===== src/rtl/zp_seq_pkg.sv =====
package zp_seq_pkg;
  localparam int DW = 8;
  localparam int AW = 16;
  localparam int STEP_W = 3;

  localparam logic [DW-1:0] OP_TSB = 8'h04;
  localparam logic [DW-1:0] OP_ORA = 8'h05;
  localparam logic [DW-1:0] OP_ASL = 8'h06;
  localparam logic [DW-1:0] OP_SLO = 8'h07;
  localparam logic [DW-1:0] OP_TRB = 8'h14;
  localparam logic [DW-3:0] OP_LOAD_HI = 6'b101001;

  typedef enum logic [1:0] {NZ_MEM, NZ_SHIFT, NZ_OR} nzSel_e;
  typedef enum logic [1:0] {T_SHL, T_SET, T_CLR} tOp_e;

  typedef struct packed {
    logic   addrZp;
    logic   memWe;
    logic   loadIr;
    logic   incPc;
    logic   loadDpl;
    logic   loadB;
    logic   loadReg;
    logic   loadT;
    tOp_e   tOp;
    logic   setNz;
    nzSel_e nzSel;
    logic   setC;
    logic   setZAnd;
    logic   orToA;
  } ctl_t;
endpackage


===== src/rtl/zp_seq_ctrl.sv =====
module zp_seq_ctrl
  import zp_seq_pkg::*;
(
  input  logic          clk,
  input  logic          rstN,
  input  logic [DW-1:0] ir,
  output ctl_t          ctl,
  output logic          halted
);
  logic [STEP_W-1:0] step, stepNext;
  logic haltNext;
  logic isLoad, isOra, isShift, isBitOp, legal;

  assign isLoad  = (ir[DW-1:2] == OP_LOAD_HI);
  assign isOra   = (ir == OP_ORA);
  assign isShift = (ir == OP_ASL) || (ir == OP_SLO);
  assign isBitOp = (ir == OP_TSB) || (ir == OP_TRB);
  assign legal   = isLoad || isOra || isShift || isBitOp;

  always_comb begin
    ctl      = '0;
    stepNext = step;
    haltNext = halted;
    if (!halted) begin
      case (step)
        3'd0: begin
          ctl.loadIr = 1'b1; ctl.incPc = 1'b1; stepNext = 3'd1;
        end
        3'd1: begin
          if (!legal) haltNext = 1'b1;
          else begin
            ctl.loadDpl = 1'b1; ctl.incPc = 1'b1; stepNext = 3'd2;
          end
        end
        3'd2: begin
          ctl.addrZp = 1'b1;
          if (isLoad) begin
            ctl.loadReg = 1'b1; ctl.setNz = 1'b1; ctl.nzSel = NZ_MEM;
          end else begin
            ctl.loadB = 1'b1;
          end
          stepNext = 3'd3;
        end
        3'd3: begin
          if (isLoad || isOra) begin
            if (isOra) begin
              ctl.orToA = 1'b1; ctl.setNz = 1'b1; ctl.nzSel = NZ_OR;
            end
            ctl.loadIr = 1'b1; ctl.incPc = 1'b1; stepNext = 3'd1;
          end else if (isShift) begin
            ctl.loadT = 1'b1; ctl.tOp = T_SHL;
            ctl.setNz = 1'b1; ctl.nzSel = NZ_SHIFT; ctl.setC = 1'b1;
            stepNext = 3'd4;
          end else begin
            ctl.addrZp = 1'b1; ctl.loadB = 1'b1; ctl.loadT = 1'b1;
            ctl.tOp = ir[4] ? T_CLR : T_SET;
            stepNext = 3'd4;
          end
        end
        3'd4: begin
          ctl.addrZp = 1'b1; ctl.memWe = 1'b1; stepNext = 3'd5;
        end
        3'd5: begin
          if (isBitOp) ctl.setZAnd = 1'b1;
          else if (ir[0]) begin
            ctl.orToA = 1'b1; ctl.setNz = 1'b1; ctl.nzSel = NZ_OR;
          end
          ctl.loadIr = 1'b1; ctl.incPc = 1'b1; stepNext = 3'd1;
        end
        default: stepNext = 3'd0;
      endcase
    end
  end

  always_ff @(posedge clk) begin
    if (!rstN) begin
      step   <= '0;
      halted <= 1'b0;
    end else begin
      step   <= stepNext;
      halted <= haltNext;
    end
  end

  assert_halt_sticky_R11: assert property (@(posedge clk) disable iff (!rstN)
    halted |=> halted);
  assert_halt_quiet_R11: assert property (@(posedge clk) disable iff (!rstN)
    halted |-> (!ctl.memWe && !ctl.incPc && !ctl.loadIr));
  assert_single_write_R9: assert property (@(posedge clk) disable iff (!rstN)
    ctl.memWe |=> !ctl.memWe);
  assert_write_then_fetch_R9: assert property (@(posedge clk) disable iff (!rstN)
    ctl.memWe |=> ctl.loadIr);
endmodule


===== src/rtl/zp_seq_dpath.sv =====
module zp_seq_dpath
  import zp_seq_pkg::*;
(
  input  logic          clk,
  input  logic          rstN,
  input  logic [AW-1:0] resetVector,
  input  ctl_t          ctl,
  input  logic [DW-1:0] memRdata,
  output logic [AW-1:0] memAddr,
  output logic [DW-1:0] memWdata,
  output logic [DW-1:0] ir,
  output logic [DW-1:0] aReg,
  output logic [DW-1:0] xReg,
  output logic [DW-1:0] yReg,
  output logic          flagN,
  output logic          flagZ,
  output logic          flagC
);
  logic [AW-1:0] pc;
  logic [DW-1:0] dpl, bReg, tReg, tNext, aNext, nzVal, shifted;
  logic ldA, ldX, ldY, bCapture;

  assign shifted  = {bReg[DW-2:0], 1'b0};
  assign memAddr  = ctl.addrZp ? {{(AW-DW){1'b0}}, dpl} : pc;
  assign memWdata = tReg;

  // Don't-care decode of the two low opcode bits; 11 selects both A and X.
  assign ldY = ctl.loadReg & ~ir[1] & ~ir[0];
  assign ldA = (ctl.loadReg & ir[0]) | ctl.orToA;
  assign ldX = ctl.loadReg & ir[1];
  assign aNext = ctl.orToA ? (aReg | bReg) : memRdata;

  // Write cycles relatch B from the bus only for odd opcodes.
  assign bCapture = ctl.loadB | (ctl.memWe & ir[0]);

  always_comb begin
    case (ctl.tOp)
      T_SET:   tNext = aReg | bReg;
      T_CLR:   tNext = ~aReg & bReg;
      default: tNext = shifted;
    endcase
    case (ctl.nzSel)
      NZ_SHIFT: nzVal = shifted;
      NZ_OR:    nzVal = aReg | bReg;
      default:  nzVal = memRdata;
    endcase
  end

  always_ff @(posedge clk) begin
    if (!rstN) begin
      pc <= resetVector;
      ir <= '0; dpl <= '0; bReg <= '0; tReg <= '0;
      aReg <= '0; xReg <= '0; yReg <= '0;
      flagN <= 1'b0; flagZ <= 1'b0; flagC <= 1'b0;
    end else begin
      if (ctl.incPc)   pc   <= pc + 1'b1;
      if (ctl.loadIr)  ir   <= memRdata;
      if (ctl.loadDpl) dpl  <= memRdata;
      if (bCapture)    bReg <= ctl.memWe ? tReg : memRdata;
      if (ctl.loadT)   tReg <= tNext;
      if (ldA)         aReg <= aNext;
      if (ldX)         xReg <= memRdata;
      if (ldY)         yReg <= memRdata;
      if (ctl.setNz) begin
        flagN <= nzVal[DW-1];
        flagZ <= (nzVal == '0);
      end
      if (ctl.setZAnd) flagZ <= ((aReg & bReg) == '0);
      if (ctl.setC)    flagC <= bReg[DW-1];
    end
  end

  assert_pc_step_R10: assert property (@(posedge clk) disable iff (!rstN)
    ctl.incPc |=> (pc == $past(pc) + 1'b1));
  assert_b_hold_R7: assert property (@(posedge clk) disable iff (!rstN)
    (ctl.memWe && !ir[0]) |=> (bReg == $past(bReg)));
  assert_b_relatch_R6: assert property (@(posedge clk) disable iff (!rstN)
    (ctl.memWe && ir[0]) |=> (bReg == $past(memWdata)));
  assert_zp_write_R9: assert property (@(posedge clk) disable iff (!rstN)
    ctl.memWe |-> (memAddr[AW-1:DW] == '0));
endmodule


===== src/rtl/zp_seq_core.sv =====
module zp_seq_core
  import zp_seq_pkg::*;
(
  input  logic          clk,
  input  logic          rstN,
  input  logic [AW-1:0] resetVector,
  output logic [AW-1:0] memAddr,
  input  logic [DW-1:0] memRdata,
  output logic [DW-1:0] memWdata,
  output logic          memWe,
  output logic          opFetch,
  output logic          illegalOp,
  output logic [DW-1:0] accA,
  output logic [DW-1:0] idxX,
  output logic [DW-1:0] idxY,
  output logic          flagN,
  output logic          flagZ,
  output logic          flagC
);
  ctl_t ctl;
  logic [DW-1:0] ir;
  logic halted;

  zp_seq_ctrl i_ctrl (
    .clk(clk), .rstN(rstN), .ir(ir), .ctl(ctl), .halted(halted)
  );

  zp_seq_dpath i_dpath (
    .clk(clk), .rstN(rstN), .resetVector(resetVector), .ctl(ctl),
    .memRdata(memRdata), .memAddr(memAddr), .memWdata(memWdata), .ir(ir),
    .aReg(accA), .xReg(idxX), .yReg(idxY),
    .flagN(flagN), .flagZ(flagZ), .flagC(flagC)
  );

  assign memWe     = ctl.memWe;
  assign opFetch   = ctl.loadIr;
  assign illegalOp = halted;
endmodule


===== config.mk =====
export PLATFORM = sky130hd
export DESIGN_NAME = zp_seq_core
export DESIGN_NICKNAME = d
export VERILOG_FILES = /design/src/rtl/zp_seq_pkg.sv /design/src/rtl/zp_seq_ctrl.sv /design/src/rtl/zp_seq_dpath.sv /design/src/rtl/zp_seq_core.sv
export SDC_FILE = /design/constraint.sdc
export NUM_CORES = 1
export LEC_CHECK = 0
export ABC_AREA = 1
export BUFFER_PORTS_ARGS = -buffer_cell sky130_fd_sc_hd__clkbuf_2
export CAP_MARGIN = 20
export CORE_UTILIZATION = 50
export DETAILED_ROUTE_END_ITERATION = 10
export MAX_ROUTING_LAYER = met4
export PLACE_DENSITY_LB_ADDON = 0.2
export SYNTH_ARGS = -nofsm -noshare
export SYNTH_HDL_FRONTEND = slang
export SYNTH_SLANG_ARGS = --single-unit

===== constraint.sdc =====
create_clock -name clk -period 2.25 [get_ports clk]
set_input_delay 0.1125 -clock clk [delete_from_list [all_inputs] [get_ports clk]]
set_output_delay 0.1125 -clock clk [all_outputs]
set_load 0.005 [all_outputs]

==> run_results.csv, run 1 <==
group,metric,value,unit
min_path,hold_start,"resetVector[13]",
logic_synthesis,synth_edf_count,16,
finish,drive_gt1_share,23.2,%
logic_synthesis,ys.flop_type,"dfxtp_1",
min_path,min_path_type,"input pin to flip-flop",
sta,setup_violations,0,
die,dieArea,9480,µm²
sta,max_freq,459,MHz
pwr,p_per_area,1070,nW/µm²
min_path,hold_path_depth,3,
critical_path,worstPathRequired,2.47,ns
placement,port_buffers,79,
pwr,ir_drop,0.500,mV
status,status,"complete, no violations",
finish,syn_to_final_growth,20.0,%
drt,drc,0,
critical_path,path_max_fanout,6,
sta,fin_hold_ws,0.0373,ns
drt,vias_per_cell,5.25,
critical_path,start_kind,"flip-flop",
placement,gp_congestion,0.956,
critical_path,path_class,"flip-flop to flip-flop",
clocking,clock_path_buffers,2,
die,num_rows,34,
logic_synthesis,avgSynthCellArea,6.77,µm²
clocking,cts_tree,"built",
clocking,htreeDepth,3,
sta,report.final.slew_viol_count,0,
logic_synthesis,syn_nets,703,
logic_synthesis,synth_seq_area_share,38.3,%
global_routing,grt_pass1_wl,20.3,mm
drt,first_iter_violations,232,
drt,ant_nets,0,
global_routing,grt-ovfl-total,0,
global_routing,antenna_found_initial,0,
clocking,cts_inserted_buffers,9,
global_routing,grt_pass1_vias,4166,
sta,period_needed,2.18,ns
die,die_y,97.4,µm
drt,via_count,4586,
logic_synthesis,netlist_instances,672,
die,ios,80,
finish,layout.nets,792,
logic_synthesis,netlist_top_cells_area,"dfxtp_1 28%, nand2_1 13%, edfxtp_1 11%, inv_1 7.8%, nor2_1 7.4%",
die,core-area,8760,µm²
logic_synthesis,yosysTopAreaCell,"dfxtp_1",
placement,dp_hpwl,8.80,mm
finish,final_cells,874,
logic_synthesis,ys_warn_count,0,
critical_path,critPathCaptureType,"flip-flop",
finish,n_fill_cell,836,
sta,worst_slack,0.0694,ns
run,max_cap_viol_count,0,
drt,wl_per_cell,14.5,µm
drt,drtPass1Iterations,5,
drt,wl,12.7,mm
sta,worstMarginPinSlew,0.619,ns
logic_synthesis,async_flop_share,0,%
die,die_x,97.4,µm
global_routing,grt_usage,27.3,%
logic_synthesis,synth_cell_types,40,
critical_path,r2r_cells,16,
logic_synthesis,ys_ff_latch,79,
global_routing,grt_max_degree,64,
sta,hold_violations,0,
min_path,whs_endpoint,"i_dpath.pc[13]",
sta,maxSlewHeadroom,58.7,%
logic_synthesis,synth_top_area_share,27.7,%
critical_path,rr_endpoint,"i_dpath.memWdata[3]",
sta,finalCritPeriodShare,96.9,%
clocking,cts.clk_slew.worst_paths,0.09,ns
clocking,clock_sinks,79,
finish,insertedDiodeCount,0,
sta,skew,0.0107,ns
clocking,insertion_delay,0.35,ns
placement,dp_cells,852,
clocking,root_buffer,"clkbuf_8",
pwr,power_leakage,2.63,nW
logic_synthesis,synthesis.area,4550,µm²
critical_path,crit_arrival,2.40,ns
placement,place_ws,0.00174,ns
finish,utilization,62.3,%
critical_path,reg2reg_from,"i_dpath.ir[4]",
die,start_util,51.9,%
critical_path,rrSetupSlack,0.07,ns
## logic make-up (layout without fill, tap and decap cells)
| family | count (synthesis) | in the layout | synth area share [%] |
|---|---|---|---|
| adders and majority gates | 5 | 5 | 1.38 |
| DFF | 79 | 79 | 38.3 |
| AOI/OAI and AO/OA | 115 | 115 | 13.7 |
| and+or+nand+nor | 337 | 338 | 33.3 |
| xor gates and xnor gates | 9 | 9 | 1.73 |
| buffers and inverters | 127 | 220 | 11.6 |
## metal layers
layer | wire [µm] | part of all wire [%] | track usage [%] | vias up
met3 | 521 | 4.1 | 3.60 | 30
met1 | 5760 | 45 | 36.4 | 2113
met5 | 0 | 0 | - | -
met4 | 331 | 2.6 | 9.84 | 0
met2 | 6050 | 48 | 42.4 | 122
li1 | - | - | - | 2321
## worst max path at each step
| stage | start | end | slack [ns] | depth (start not counted) |
|---|---|---|---|---|
| floorplan | i_dpath.ir[4] | i_dpath.memWdata[3] | 0.05 | 15 |
| global placement | i_dpath.ir[4] | i_dpath.memWdata[4] | 0.10 | 12 |
| detailed placement | i_dpath.ir[4] | i_dpath.memWdata[4] | 0.002 | 12 |
| CTS | i_dpath.ir[4] | i_dpath.memWdata[6] | 0.004 | 14 |
| global route | i_dpath.ir[2] | i_dpath.flagZ | -0.07 | 17 |
| finish | i_dpath.ir[4] | i_dpath.memWdata[3] | 0.07 | 16 |
## synth_stat cells, types with 3 or more instances
cell type	n
ha_1	5
nand2_1	161
edfxtp_1	16
nor3_1	5
o211ai_1	3
dfxtp_1	63
o21ai_0	61
a31oi_1	3
nand2_4	4
nor2_1	90
inv_2	5
nand3_2	7
a211oi_1	7
nor2_4	4
buf_6	4
nand3_1	46
o21ai_1	3
nand4_1	3
buf_2	6
nand2_2	3
clkbuf_1	10
nor2_2	9
inv_1	95
a21oi_1	32
xor2_1	7
## final cells by class
type,instances,area (µm²),share of cell area (%)
clock buffers,12,155,2.84
clock inverters,4,52.6,0.963
inverters,105,408,7.47
multi-input cells,467,2400,44.0
flip-flops and latches,79,1750,32.1
well taps,108,135,2.48
repair buffers,99,558,10.2
## cell usage in the layout (no fill, tap or decap), types with 2 or more instances in the layout
master,n
nand2_1,160
inv_1,92
nor2_1,85
clkbuf_2,79
dfxtp_1,58
o21ai_0,55
nand3_1,44
a21oi_1,32
buf_4,19
edfxtp_1,16
nor2_2,14
clkbuf_8,11
nand3_2,9
o21ai_1,9
inv_2,7
xor2_1,7
a211oi_1,5
nor2_4,4
nand2_4,4
nor3_1,4
dfxtp_2,4
nand3_4,3
nand2_2,3
inv_4,3
nand4_1,3
a31oi_1,3
o211ai_1,3
ha_1,3
clkinv_2,2
nor3_4,2
xnor2_1,2
a211oi_2,2
clkinv_4,2
## registers in the layout (all words and copies together) (netlist names), 3 cells and up
| register | flops |
|---|---|
| i_dpath.aReg | 8 |
| i_ctrl.step | 3 |
| i_dpath.yReg | 8 |
| i_dpath.pc | 16 |
| i_dpath.dpl | 8 |
| i_dpath.ir | 8 |
| i_dpath.bReg | 8 |
| i_dpath.xReg | 8 |
| i_dpath.memWdata | 8 |
## timing repair
| item | CTS | global route |
|---|---|---|
| pin swaps | 0 | 5 |
| cloned | 0 | 1 |
| endpoints found under the setup margin | 2 | 27 |
| gates resized for setup | 2 | 37 |
| setup buffers | 0 | 5 |
| hold buffers | 0 | 0 |
## per-stage QoR
step                setup TNS, ns  instance area (µm²)  power [mW]
floorplan                       0                 4550        3.70
global placement                0                 5080        4.41
detailed placement              0                 5080        4.47
CTS                             0                 5300        5.60
global route               -0.450                 5460        6.24
finish                          0                 5460        5.82
## worst max-delay path, stage by stage (launching register included)
cell and delay (ns):
dfxtp_4 0.38, inv_2 0.07, nand2_1 0.08, nor2_2 0.05, nand2_2 0.09, o21ai_4 0.08, nor2_4 0.17, nand2_4 0.11
nor3_4 0.28, inv_1 0.08, ha_2 0.22, inv_4 0.08, o21ai_0 0.07, nand2_1 0.06, o21ai_0 0.07, nor2_1 0.12
a211oi_1 0.05
## report_power, final
part | switching, mW | internal [mW] | total, mW
clock | 0.546 | 0.579 | 1.12
combinational | 1.61 | 0.888 | 2.50
sequential | 0.349 | 1.85 | 2.20
(Power assumes the default switching activity.)
==> run 2, diff against run 1 <==
--- a/config.mk
+++ b/config.mk
@@ -8,10 +8,11 @@
 export ABC_AREA = 1
 export BUFFER_PORTS_ARGS = -buffer_cell sky130_fd_sc_hd__clkbuf_2
 export CAP_MARGIN = 20
-export CORE_UTILIZATION = 50
+export CORE_UTILIZATION = 51
 export DETAILED_ROUTE_END_ITERATION = 10
 export MAX_ROUTING_LAYER = met4
 export PLACE_DENSITY_LB_ADDON = 0.2
+export SETUP_SLACK_MARGIN = 0.4
 export SYNTH_ARGS = -nofsm -noshare
 export SYNTH_HDL_FRONTEND = slang
 export SYNTH_SLANG_ARGS = --single-unit
==> run 2 against run 1 <==
Against the previous run:
- worst hold slack worse by 0.0077 ns
- global-route usage grew 1.2 points
- first-iteration DRC count grew 3.4%
- sequential share of layout area fell by 2.7 points
- sequential power about the same
- die area decreased by 1.9%
- setup slack better by 0.062 ns
- critical path type is now flip-flop to primary output
- largest cell class unchanged
- highest routed layer unchanged
==> run_results.csv, run 2 (synthesis results as in run 1) <==
group,metric,value,unit
die,die_x,96.4,µm
run,max_cap_viol_count,0,
clocking,cts_tree,"built",
global_routing,antenna_found_initial,0,
finish,insertedDiodeCount,0,
pwr,internal_power,3.69,mW
sta,skew,0.0121,ns
placement,dp_cells,852,
global_routing,grt-ovfl-total,0,
finish,top_register,"i_dpath.pc",
critical_path,worst-path-buf-inv,3,
global_routing,grt_max_degree,41,
sta,setup_violations,0,
pwr,netSwitchingPower,2.77,mW
finish,utilization,68.8,%
clocking,cts_inserted_buffers,9,
pwr,fin_total_pwr,6.46,mW
critical_path,cp_slowest_stage_delay,0.34,ns
critical_path,critPathLaunch,"i_dpath.ir[2]",
placement,dp_hpwl,8.67,mm
finish,layout.nets,811,
critical_path,path_class,"flip-flop to primary output",
die,die_y,96.4,µm
drt,wl,12.9,mm
critical_path,cpMaxStageDelayCell,"dfxtp_2",
sta,period_needed,2.12,ns
clocking,cts.clk_slew.worst_paths,0.09,ns
global_routing,grt_usage,28.5,%
finish,layout_commonest_cell,"nand2_1",
critical_path,path_max_fanout,8,
placement,port_buffers,79,
pwr,power_leakage,2.78,nW
critical_path,critPathCaptureType,"primary output",
clocking,root_buffer,"clkbuf_8",
critical_path,reg2reg_from,"i_dpath.ir[4]",
finish,multi_input_area,2700,µm²
sta,rsz0062_at_grt,"true",
sta,hold_violations,0,
die,core-area,8680,µm²
finish,drive_gt1_share,31.0,%
drt,drc,0,
status,status,"complete, no violations",
clocking,holdBufCountCts,0,
clocking,insertion_delay,0.36,ns
min_path,min_path_type,"input pin to flip-flop",
finish,n_fill_cell,760,
finish,seqCellArea,1750,µm²
finish,syn_to_final_growth,31.2,%
clocking,clock_path_buffers,2,
die,ios,80,
sta,max_freq,472,MHz
critical_path,start_kind,"flip-flop",
global_routing,grt_pass1_wl,19.5,mm
clocking,clock_sinks,79,
critical_path,crit_chain,"inv_2 -> nor2_4 -> nand3_4 -> o21ai_4 -> nor2_4 -> nand2_4 -> nand3_4 -> nand2_8 -> inv_8 -> nor2_4 -> clkbuf_2",
pwr,ir_drop,0.467,mV
drt,vias_per_cell,5.22,
drt,wl_per_cell,14.5,µm
placement,placed_area,5110,µm²
sta,maxSlewHeadroom,66.5,%
global_routing,grt_pass1_vias,4029,
placement,gp_congestion,0.961,
finish,final_cells,892,
pwr,p_per_area,1080,nW/µm²
finish,final_cell_mix,"154 x nand2_1, 88 x inv_1, 79 x nor2_1",
sta,report.final.slew_viol_count,0,
die,dieArea,9300,µm²
drt,via_count,4655,
critical_path,worstPathRequired,2.14,ns
drt,ant_nets,0,
drt,first_iter_violations,240,
min_path,hold_start,"resetVector[15]",
critical_path,path_delay_family,"simple AND/OR/NAND/NOR gates",
die,start_util,52.4,%
pwr,swShare,42.9,%
critical_path,crit_path_frequent_cell,"nor2_4",
sta,fin_tns_setup,0,ns
drt,drtPass1Iterations,5,
finish,largest_reg_flops,16,
finish,finish.instance_area,5970,µm²
pwr,seqPwrFrac,34.1,%
die,num_rows,34,
pwr,pwr-share-comb,47.3,%
sta,worstMarginPinSlew,0.498,ns
clocking,htreeDepth,3,
pwr,power_frac_clock,18.6,%
sta,finalCritPeriodShare,94.2,%
critical_path,crit_arrival,2.01,ns
==> run 2: final timing paths <==
| check | cells after the start | endpoint | slack [ns] |
|---|---|---|---|
| worst max-delay path | 11 | memAddr[8] | 0.13 |
| worst min-delay path | 3 | i_dpath.pc[15] | 0.03 |
| worst max register to register | 15 | i_dpath.memWdata[2] | 0.14 |
| worst min register to register | 2 | i_dpath.xReg[5] | 0.45 |
==> run 2: worst min-delay path, cell delays in order <==
cell and delay (ns):
clkbuf_2 0.08, nand2_1 0.04, nand2_1 0.06
==> run 2: area by class of cell <==
type / instances / area share (%)
Sequential cell: 79 / 29.4
Tap cell: 108 / 2.26
Clock buffer: 10 / 2.31
Timing Repair inverter: 1 / 0.189
Timing Repair Buffer: 116 / 12.1
Inverter: 105 / 7.17
Clock inverter: 5 / 1.34
Multi-Input combinational cell: 468 / 45.3
==> run 2: metrics by stage <==
step | setup WS (ns) | hold WS [ns]
2_1_floorplan | 0.264 | 0.247
3_3_place_gp | 0.0858 | 0.386
3_5_place_dp | 0.0825 | 0.395
4_1_cts | 0.212 | 0.0275
5_1_grt | 0.0276 | 0.0348
6_report | 0.131 | 0.0296
==> run 2: what timing repair did <==
action,CTS,global route
setup buffers,13,9
hold endpoints to repair,0,0
cloned,2,1
pin swaps,13,22
gates resized for setup,42,90
endpoints found under the setup margin,53,90
==> run 2: power by group through the flow <==
stage	logic, mW	clock network (mW)	registers (mW)
final	3.06	1.20	2.20
after global routing	3.37	1.27	2.25
after CTS	2.64	1.21	2.18
after detailed placement	2.31	0	2.19
after global placement	2.30	0	2.18
after floorplan	1.61	0	2.13
==> run 2: layer usage <==
layer	vias up	part of all wire (%)	GRT usage [%]
li1	2352	-	-
met1	2154	44	35.8
met2	126	48	46.6
met3	23	5.6	4.38
met4	0	2.3	10.0
met5	-	0	-
==> run 3, diff against run 2 <==
--- a/config.mk
+++ b/config.mk
@@ -8,9 +8,10 @@
 export ABC_AREA = 1
 export BUFFER_PORTS_ARGS = -buffer_cell sky130_fd_sc_hd__clkbuf_2
 export CAP_MARGIN = 20
-export CORE_UTILIZATION = 51
+export CELL_PAD_IN_SITES_DETAIL_PLACEMENT = 0
+export CELL_PAD_IN_SITES_GLOBAL_PLACEMENT = 1
+export CORE_UTILIZATION = 36
 export DETAILED_ROUTE_END_ITERATION = 10
-export MAX_ROUTING_LAYER = met4
 export PLACE_DENSITY_LB_ADDON = 0.2
 export SETUP_SLACK_MARGIN = 0.4
 export SYNTH_ARGS = -nofsm -noshare
==> run 3 against run 2 <==
Against the previous run:
- register-to-register slack better by 0.08 ns
- wire length up 10%
- setup slack better by 0.019 ns
- global-route usage down 6.4 points
- die area up 41%
- non-clock buffer count up 11
- combinational power up 6.5%
- total power up 5.5%
- largest power group unchanged
==> run_results.csv, run 3 (synthesis results as in run 1) <==
group,metric,value,unit
global_routing,grt-ovfl-total,0,
clocking,clock_sinks,79,
clocking,cts.clk_slew.worst_paths,0.06,ns
drt,wl,14.2,mm
finish,largest_reg_flops,16,
critical_path,rr_endpoint,"i_dpath.pc[4]",
die,core-area,12200,µm²
critical_path,path_max_fanout,8,
sta,maxSlewHeadroom,54.2,%
finish,syn_to_final_growth,36.4,%
sta,period_needed,2.10,ns
critical_path,worstPathRequired,2.14,ns
critical_path,crit_arrival,1.99,ns
run,max_cap_viol_count,0,
sta,hold_violations,0,
finish,layout_commonest_cell,"nand2_1",
global_routing,grt_usage,22.1,%
clocking,insertion_delay,0.35,ns
drt,drc,0,
placement,dp_cells,908,
sta,finalCritPeriodShare,93.3,%
clocking,cts_tree,"built",
finish,final_cells,965,
finish,final_cell_mix,"145 x nand2_1, 87 x inv_1, 77 x nor2_1",
critical_path,rrSetupSlack,0.22,ns
clocking,clock_path_buffers,2,
min_path,whs_endpoint,"i_dpath.pc[3]",
placement,port_buffers,79,
drt,wl_per_cell,14.7,µm
die,ios,80,
sta,rsz0062_at_grt,"true",
sta,report.final.slew_viol_count,0,
min_path,min_path_type,"input pin to flip-flop",
finish,top_register,"i_dpath.pc",
drt,drtPass1Iterations,5,
die,die_x,114,µm
global_routing,antenna_found_initial,0,
pwr,power_leakage,2.88,nW
sta,setup_violations,0,
sta,max_freq,476,MHz
global_routing,grt_pass1_vias,4253,
drt,vias_per_cell,4.85,
critical_path,r2r_cells,12,
critical_path,critPathCaptureType,"primary output",
finish,layout.nets,823,
finish,insertedDiodeCount,0,
sta,skew,0.00803,ns
sta,fin_tns_setup,0,ns
die,start_util,37.4,%
drt,via_count,4685,
global_routing,grt_max_degree,63,
die,die_y,114,µm
placement,gp_congestion,0.875,
clocking,cts_inserted_buffers,9,
placement,dp_hpwl,9.30,mm
die,num_rows,40,
status,status,"complete, no violations",
die,dieArea,13100,µm²
finish,drive_gt1_share,32.9,%
min_path,hold_path_depth,3,
critical_path,path_class,"flip-flop to primary output",
drt,ant_nets,0,
pwr,p_per_area,1100,nW/µm²
pwr,ir_drop,0.412,mV
global_routing,grt_pass1_wl,22.0,mm
critical_path,start_kind,"flip-flop",
critical_path,critPathLaunch,"i_dpath.ir[3]",
clocking,htreeDepth,3,
clocking,root_buffer,"clkbuf_16",
min_path,hold_start,"resetVector[3]",
critical_path,reg2reg_from,"i_dpath.ir[3]",
sta,worstMarginPinSlew,0.682,ns
drt,first_iter_violations,259,
run 3: changes by cell type in the layout (fill, tap and decap cells not counted), sizes merged:
cell / delta
clkbuf: +8
clkinv: +4
buf: +3
bufinv: -2
inv: -1
nand3: +1
run 3: worst max-delay path by stage:
stage	to	slack, ns	cells after the start
floorplan	i_dpath.memWdata[1]	0.26	16
global placement	i_dpath.memWdata[4]	0.10	13
detailed placement	i_dpath.memWdata[2]	0.07	14
CTS	memAddr[0]	0.16	12
global route	i_dpath.flagZ	0.03	19
finish	memAddr[8]	0.15	11
run 3: layout make-up:
class | instances | area, µm²
fillers | 1223 | 5960
repair buffers | 127 | 818
multi-input cells | 469 | 2720
inverters | 105 | 429
clock inverters | 6 | 27.5
well taps | 168 | 210
repair inverters | 1 | 6.26
flip-flops and latches | 79 | 1760
clock buffers | 10 | 229
run 3: timing repair:
item	in CTS	in global routing
resized for setup	55	89
pin swaps	18	28
endpoints found under the setup margin	46	82
buffers inserted	21	16
gates cloned	3	1
hold buffers	0	0
run 3: stage by stage:
stage	utilization, %	total power, mW	hold slack [ns]	setup WS [ns]	area, µm²
after floorplan	-	3.74	0.247	0.264	4600
after global placement	42.5	4.52	0.389	0.102	5170
after detailed placement	42.5	4.53	0.393	0.0719	5170
after CTS	47.8	6.35	0.0360	0.159	5810
after global routing	51.0	7.31	0.0492	0.0305	6200
final	51.0	6.82	0.0447	0.150	6200
run 3: where the power goes:
group          internal [mW]  switching [mW]
Clock                  0.730           0.577
Combinational           1.31            1.94
Sequential              1.86           0.393
Total                   3.91            2.91
run 3: routing by layer:
| layer | part of all wire, % | global-route usage, % |
|---|---|---|
| met4 | 3.1 | 10.6 |
| met5 | 0 | 0 |
| met1 | 45 | 28.1 |
| met2 | 48 | 36.8 |
| met3 | 3.5 | 3.34 |
run 3: worst max-delay path, cell delays in order, from the launching register on:
cell,delay [ns]
dfxtp_4,0.36
nor2_4,0.15
nand3_2,0.12
o21ai_4,0.20
nor2_4,0.07
nand2_4,0.07
buf_6,0.11
nand3_4,0.14
nand2_8,0.16
inv_8,0.07
nor2_2,0.07
clkbuf_2,0.11
